File: config.mk
export PLATFORM = sky130hd
export DESIGN_NAME = tmr_updown
export DESIGN_NICKNAME = d
export VERILOG_FILES = /design/src/rtl/tmr_pkg.sv /design/src/rtl/tmr_ctrl.sv /design/src/rtl/tmr_datapath.sv /design/src/rtl/tmr_updown.sv
export SDC_FILE = /design/constraint.sdc
export NUM_CORES = 1
export LEC_CHECK = 0
export BUFFER_PORTS_ARGS = -buffer_cell sky130_fd_sc_hd__buf_2
export CELL_PAD_IN_SITES_DETAIL_PLACEMENT = 1
export CELL_PAD_IN_SITES_GLOBAL_PLACEMENT = 2
export CORE_ASPECT_RATIO = 1.4
export CORE_MARGIN = 2
export CORE_UTILIZATION = 25
export DETAILED_ROUTE_END_ITERATION = 10
export GPL_TIMING_DRIVEN = 0
export PLACE_DENSITY = 0.66
export SLEW_MARGIN = 40
export SYNTH_ARGS = -nofsm -noshare
export SYNTH_HDL_FRONTEND = slang
export SYNTH_SLANG_ARGS = --single-unit
File: constraint.sdc
create_clock -name clk -period 4.5 [get_ports clk]
set_clock_uncertainty 0.1 [all_clocks]
set_input_delay 0.225 -clock clk [delete_from_list [all_inputs] [get_ports clk]]
set_output_delay 0.225 -clock clk [all_outputs]
set_load 0.03 [all_outputs]
File: src/rtl/tmr_pkg.sv
package tmr_pkg;
  localparam int SlaveSelW = 3;
  localparam logic [SlaveSelW-1:0] SlvReset  = 3'd1;
  localparam logic [SlaveSelW-1:0] SlvGate   = 3'd2;
  localparam logic [SlaveSelW-1:0] SlvTrig   = 3'd3;
  localparam logic [SlaveSelW-1:0] SlvExtClk = 3'd4;

  typedef struct packed {
    logic tick;        // advance the counter by one step
    logic reinit;      // restart the counter
    logic loadShadow;  // update event: copy preload values into shadows
  } dpStrobe_t;
endpackage

File: src/rtl/tmr_ctrl.sv
module tmr_ctrl
  import tmr_pkg::*;
#(
  parameter int PSC_W = 16
) (
  input  logic                 clk,
  input  logic                 rstN,
  input  logic                 enSet,
  input  logic                 enClr,
  input  logic                 onePulse,
  input  logic                 updDisable,
  input  logic                 updSrcOvfOnly,
  input  logic                 pscWr,
  input  logic [PSC_W-1:0]     pscData,
  input  logic                 swUpdate,
  input  logic [SlaveSelW-1:0] slaveMode,
  input  logic                 trgIn,
  input  logic                 flagClr,
  input  logic                 wrapNow,
  output dpStrobe_t            strb,
  output logic                 updPulse,
  output logic                 updFlag
);
  logic en, trgPrev, trgRise;
  logic isReset, isGate, isTrig, isExt;
  logic slvRst, trigStart, countSrc, reinit, pscDone, tick, uev, reqEvt;
  logic [PSC_W-1:0] pscCnt, pscReg, pscShadow;

  assign isReset   = (slaveMode == SlvReset);
  assign isGate    = (slaveMode == SlvGate);
  assign isTrig    = (slaveMode == SlvTrig);
  assign isExt     = (slaveMode == SlvExtClk);
  assign trgRise   = trgIn & ~trgPrev;
  assign slvRst    = isReset & trgRise;
  assign trigStart = isTrig & trgRise;

  // count source: enable, qualified by gate level or external edge
  assign countSrc = en & (isGate ? trgIn : 1'b1) & (isExt ? trgRise : 1'b1);
  assign reinit   = swUpdate | slvRst;
  assign pscDone  = (pscCnt >= pscShadow);
  assign tick     = countSrc & pscDone & ~reinit;
  assign uev      = ~updDisable & (wrapNow | reinit);
  assign reqEvt   = ~updDisable & (updSrcOvfOnly ? wrapNow : (wrapNow | reinit));

  assign strb = '{tick: tick, reinit: reinit, loadShadow: uev};

  always_ff @(posedge clk) begin
    if (!rstN) begin
      en        <= 1'b0;
      trgPrev   <= 1'b0;
      pscCnt    <= '0;
      pscReg    <= '0;
      pscShadow <= '0;
      updPulse  <= 1'b0;
      updFlag   <= 1'b0;
    end else begin
      trgPrev <= trgIn;
      if (reinit)        pscCnt <= '0;
      else if (countSrc) pscCnt <= pscDone ? '0 : pscCnt + 1'b1;
      if (pscWr) pscReg    <= pscData;
      if (uev)   pscShadow <= pscReg;
      if (enClr)                    en <= 1'b0;
      else if (enSet || trigStart)  en <= 1'b1;
      else if (onePulse && uev)     en <= 1'b0;
      updPulse <= reqEvt;
      if (reqEvt)       updFlag <= 1'b1;
      else if (flagClr) updFlag <= 1'b0;
    end
  end

  assert_udis_blocks_R8: assert property (@(posedge clk) disable iff (!rstN)
    updDisable |=> !updPulse);
  assert_src_filter_R10: assert property (@(posedge clk) disable iff (!rstN)
    (updSrcOvfOnly && !wrapNow) |=> !updPulse);
  assert_onepulse_stop_R7: assert property (@(posedge clk) disable iff (!rstN)
    (onePulse && uev && !enSet && !trigStart) |=> !en);
  assert_gate_hold_R12: assert property (@(posedge clk) disable iff (!rstN)
    (isGate && !trgIn) |-> !strb.tick);
  assert_extclk_edge_R14: assert property (@(posedge clk) disable iff (!rstN)
    (isExt && !trgRise) |-> !strb.tick);
  assert_pulse_sets_flag_R2: assert property (@(posedge clk) disable iff (!rstN)
    updPulse |-> updFlag);
endmodule

File: src/rtl/tmr_datapath.sv
module tmr_datapath
  import tmr_pkg::*;
#(
  parameter int               CNT_W      = 16,
  parameter logic [CNT_W-1:0] RELOAD_RST = '1
) (
  input  logic             clk,
  input  logic             rstN,
  input  dpStrobe_t        strb,
  input  logic             dirDown,
  input  logic [1:0]       alignMode,
  input  logic             reloadPreload,
  input  logic             reloadWr,
  input  logic [CNT_W-1:0] reloadData,
  output logic [CNT_W-1:0] count,
  output logic             countDown,
  output logic             wrapNow
);
  logic [CNT_W-1:0] cnt, arrReg, arrShadow, arrEff, reloadNext;
  logic dirState, center, goDown, atLimit;

  assign center     = (alignMode != 2'd0);
  assign goDown     = center ? dirState : dirDown;
  assign arrEff     = reloadPreload ? arrShadow : arrReg;
  assign reloadNext = strb.loadShadow ? arrReg : arrEff;
  assign atLimit    = goDown ? (cnt == '0) : (cnt >= arrEff);
  assign wrapNow    = strb.tick & atLimit;
  assign count      = cnt;
  assign countDown  = goDown;

  always_ff @(posedge clk) begin
    if (!rstN) begin
      cnt       <= '0;
      arrReg    <= RELOAD_RST;
      arrShadow <= RELOAD_RST;
      dirState  <= 1'b0;
    end else begin
      if (reloadWr)        arrReg    <= reloadData;
      if (strb.loadShadow) arrShadow <= arrReg;
      if (strb.reinit) begin
        cnt      <= (!center && dirDown) ? reloadNext : '0;
        dirState <= 1'b0;
      end else if (strb.tick) begin
        if (!center) begin
          if (dirDown) cnt <= atLimit ? reloadNext : cnt - 1'b1;
          else         cnt <= atLimit ? '0 : cnt + 1'b1;
        end else if (!dirState) begin
          if (atLimit) begin
            cnt      <= (reloadNext == '0) ? '0 : reloadNext - 1'b1;
            dirState <= 1'b1;
          end else cnt <= cnt + 1'b1;
        end else begin
          if (atLimit) begin
            cnt      <= (reloadNext == '0) ? '0 : {{(CNT_W-1){1'b0}}, 1'b1};
            dirState <= 1'b0;
          end else cnt <= cnt - 1'b1;
        end
      end
    end
  end

  assert_count_frozen_R12: assert property (@(posedge clk) disable iff (!rstN)
    !(strb.tick || strb.reinit) |=> $stable(count));
endmodule

File: src/rtl/tmr_updown.sv
module tmr_updown
  import tmr_pkg::*;
#(
  parameter int               CNT_W      = 16,
  parameter int               PSC_W      = 16,
  parameter logic [CNT_W-1:0] RELOAD_RST = '1
) (
  input  logic             clk,
  input  logic             rstN,
  input  logic             enSet,
  input  logic             enClr,
  input  logic             dirDown,
  input  logic [1:0]       alignMode,
  input  logic             onePulse,
  input  logic             updDisable,
  input  logic             updSrcOvfOnly,
  input  logic             reloadPreload,
  input  logic             reloadWr,
  input  logic [CNT_W-1:0] reloadData,
  input  logic             pscWr,
  input  logic [PSC_W-1:0] pscData,
  input  logic             swUpdate,
  input  logic [2:0]       slaveMode,
  input  logic             trgIn,
  input  logic             flagClr,
  output logic [CNT_W-1:0] count,
  output logic             countDown,
  output logic             updPulse,
  output logic             updFlag
);
  dpStrobe_t strb;
  logic wrapNow;

  tmr_ctrl #(.PSC_W(PSC_W)) u_ctrl (
    .clk(clk), .rstN(rstN), .enSet(enSet), .enClr(enClr), .onePulse(onePulse),
    .updDisable(updDisable), .updSrcOvfOnly(updSrcOvfOnly), .pscWr(pscWr),
    .pscData(pscData), .swUpdate(swUpdate), .slaveMode(slaveMode), .trgIn(trgIn),
    .flagClr(flagClr), .wrapNow(wrapNow), .strb(strb), .updPulse(updPulse),
    .updFlag(updFlag)
  );

  tmr_datapath #(.CNT_W(CNT_W), .RELOAD_RST(RELOAD_RST)) u_dp (
    .clk(clk), .rstN(rstN), .strb(strb), .dirDown(dirDown), .alignMode(alignMode),
    .reloadPreload(reloadPreload), .reloadWr(reloadWr), .reloadData(reloadData),
    .count(count), .countDown(countDown), .wrapNow(wrapNow)
  );
endmodule

==> results_dict.tcl <==
set metrics [dict create \
    status "finished, final reports clean" \
    portBuffers 66 \
    vias 6957 \
    period_share_pct 97.9 \
    clockBufferDepth 2 \
    hp-start "pscData[9]" \
    wire_per_inst_microns 20.5 \
    critPathMaxStageDelay_ps 490 \
    p_leak_nw 3.65 \
    cts_buffers 9 \
    r2r_end "u_dp.count[9]" \
    cts_tree "done" \
    critPathBufInv 6 \
    power_frac_seq_pct 41.9 \
    grt_max_degree 17 \
    rsz0062_at_grt "yes" \
    mostFrequentLayoutCells "nand2_1 (107), nor2_1 (89), dfxtp_1 (84)" \
    root_buffer "clkbuf_16" \
    critical_path.top_delay_family "simple AND/OR/NAND/NOR gates" \
    rows 72 \
    relSlewSlack_pct 45.7 \
    final_nets 1095 \
    drive_above_1_share_pct 22.8 \
    core_sq_um 27700 \
    max_freq_mhz 227 \
    track_usage_pct 19.3 \
    holdPathEnd "u_ctrl.pscReg[9]" \
    start_kind "register" \
    setup_viol 0 \
    via_per_inst 5.03 \
    ant_nets 0 \
    drc_errors 0 \
    grt_pass1_vias 7419 \
    dieArea_sq_um 29700 \
    worstSetupEndpointType "register" \
    cp_slowest_cell "or4_1" \
    synth_ff_type "dfxtp_1" \
    die_w_microns 146 \
    ir_drop_v 0.000137 \
    p_per_area_nw_per_um2 256 \
    worstPathMaxFanout 6 \
    hold_viol_final 0 \
    pwr-share-clk_pct 33.1 \
    gr-total-overflow 0 \
    arrival_ps 4570 \
    die_y_microns 203 \
    place.gp.congestion 0.856 \
    netlist_instances 879 \
    antenna_found_initial 0 \
    dp_hpwl_mm 21.6 \
    cts.htree.levels 3 \
    synth-seq-cells 101 \
    hold_path_class "primary input to register" \
    reg2reg_depth 21 \
    required_ps 4670 \
    insertion_delay_ps 370 \
    drt_iter0_markers 254 \
    tightest_slew_ps 814 \
    synthDominantCellAreaShare_pct 28.6 \
    p_sw_uw 764 \
    floorplan.initialDensity_pct 25.5 \
    swShare_pct 32.9 \
    syn_avg_cell_area_sq_um 8.04 \
    dr.pass1.iters 4 \
    grt_pass1_wl_mm 43.5 \
    wl_mm 28.3 \
    synth_cell_types 83 \
    hold_depth 3 \
    synth_fp_nets 966 \
    synth-edff-count 0 \
    r2r_slack_ps 90 \
    cts.sinks 101 \
    drv_slew 0 \
    syn_to_final_growth_pct 28.3 \
    clkTransAtPathRegs_ps 80 \
    crit_type "register to register" \
    ys_top_cells_by_area "dfxtp_1 (29%), mux2i_1 (8.5%), ha_1 (6.4%)" \
    crit_chain "mux2_2, inv_2, ha_1, nand4_1, nor2_2, a211oi_2, o221ai_2, a31oi_4, buf_12, mux2i_4, ha_4, buf_8, clkinvlp_4, nor4_4, a311oi_1, mux2i_1, buf_4, buf_6, nor4_2, or4_1, a22o_1" \
    instances_no_fill 1383 \
    ys.warnings.count 0 \
    ios 70 \
    syn-cell-area_sq_um 7070 \
    period_needed_ps 4410 \
    whs_ps 21.2 \
    utilization_pct 32.7 \
    p_total_mw 2.32 \
    maxCapViolations 0 \
    async_reset_ff_share_pct 0 \
    internal_power_mw 1.56 \
    place_inst 1316 \
    n_antenna_cell 0 \
    final_common_cell "nand2_1" \
    ys_seq_area_share_pct 28.6 \
    rr_startpoint "u_dp.arrReg[14]" \
    yosysTopAreaCell "dfxtp_1" \
    combinationalPowerShare_pct 25.1 \
]
## worst max path at each step
stage | start | endpoint | depth (start not counted)
floorplan | reloadPreload | u_dp.count[4] | 20
global placement | reloadPreload | u_dp.count[7] | 21
detailed placement | reloadPreload | u_dp.count[7] | 21
CTS | u_ctrl.pscShadow[13] | u_dp.count[9] | 21
global route | reloadPreload | u_dp.count[9] | 23
finish | u_dp.arrReg[14] | u_dp.count[9] | 21
## cells in the mapped netlist, drive strengths merged (10+ instances only)
master	number
buf	17
nor2b	18
nand3	18
dfxtp	101
o21ai	44
xor2	27
clkbuf	42
a21boi	16
mux2i	63
o211ai	26
ha	36
xnor2	29
nor3	24
inv	39
nand4	12
nor2	92
a21oi	27
nand2	108
mux2	10
## sequential cells by signal, summed over array words and instances (netlist names), 16 cells and up
signal and count:
u_ctrl.pscCnt 16, u_ctrl.pscReg 16, u_ctrl.pscShadow 16, u_dp.arrReg 16, u_dp.arrShadow 16, u_dp.count 16
## stage by stage
| stage | setup slack [ps] | setup TNS (ps) | area (sq um) |
|---|---|---|---|
| floorplan | 31.5 | 0 | 7080 |
| global placement | -1560 | -22530 | 7870 |
| detailed placement | -1540 | -22220 | 7890 |
| CTS | -5.18 | -5.18 | 8670 |
| global route | -105 | -183 | 9070 |
| finish | 92.8 | 0 | 9070 |
## metal layers
metal  track usage [%]  up-vias  share of wire (%)
met5                 0        -                  0
met4              8.29        0                4.0
li1                  -     3367                  -
met1              21.2     3414                 40
met3              2.40       49                2.8
met2              36.9      127                 53
## power groups by stage
stage	logic (mW)	registers, mW	clock network [mW]
floorplan	0.314	0.982	0
global placement	0.482	0.984	0
detailed placement	0.489	0.985	0
CTS	0.542	0.972	0.794
global route	0.635	0.978	0.833
finish	0.581	0.972	0.767
## cell type report
type / count / area, sq um
fillers: 3433 / 18700
multi-input cells: 680 / 5020
flip-flops and latches: 101 / 2060
repair buffers: 121 / 790
well taps: 370 / 463
plain buffers: 56 / 324
clock buffers: 12 / 236
inverters: 39 / 150
clock inverters: 4 / 32.5
## logic make-up after synthesis
| family | Yosys count | synth area share (%) |
|---|---|---|
| XOR/XNOR | 56 | 6.94 |
| AND/OR/NAND/NOR | 325 | 22.2 |
| buffers and inverters | 98 | 5.86 |
| flip-flops | 101 | 28.6 |
| AO/OA/AOI/OAI | 190 | 19.2 |
| adder cells (fa/ha/maj) | 36 | 6.37 |
| multiplexers | 73 | 10.9 |
## what timing repair did
item	4_1_cts	5_1_grt
pin swaps	9	24
resized for setup	50	55
hold buffers	17	0
gates cloned	1	0
hold endpoints to repair	17	0
setup endpoints to repair	16	16
setup buffers	16	20
## worst reg2reg max path, cell delays in order (launching register included)
cell and delay [ps]:
dfxtp_4 370, mux2_2 290, inv_2 70, ha_1 230
nand4_1 210, nor2_2 90, a211oi_2 250, o221ai_2 170
a31oi_4 200, buf_12 150, mux2i_4 270, ha_4 170
buf_8 100, clkinvlp_4 130, nor4_4 230, a311oi_1 120
mux2i_1 150, buf_4 150, buf_6 100, nor4_2 40
or4_1 490, a22o_1 220
No activity file was read; power rests on OpenSTA's default activity.
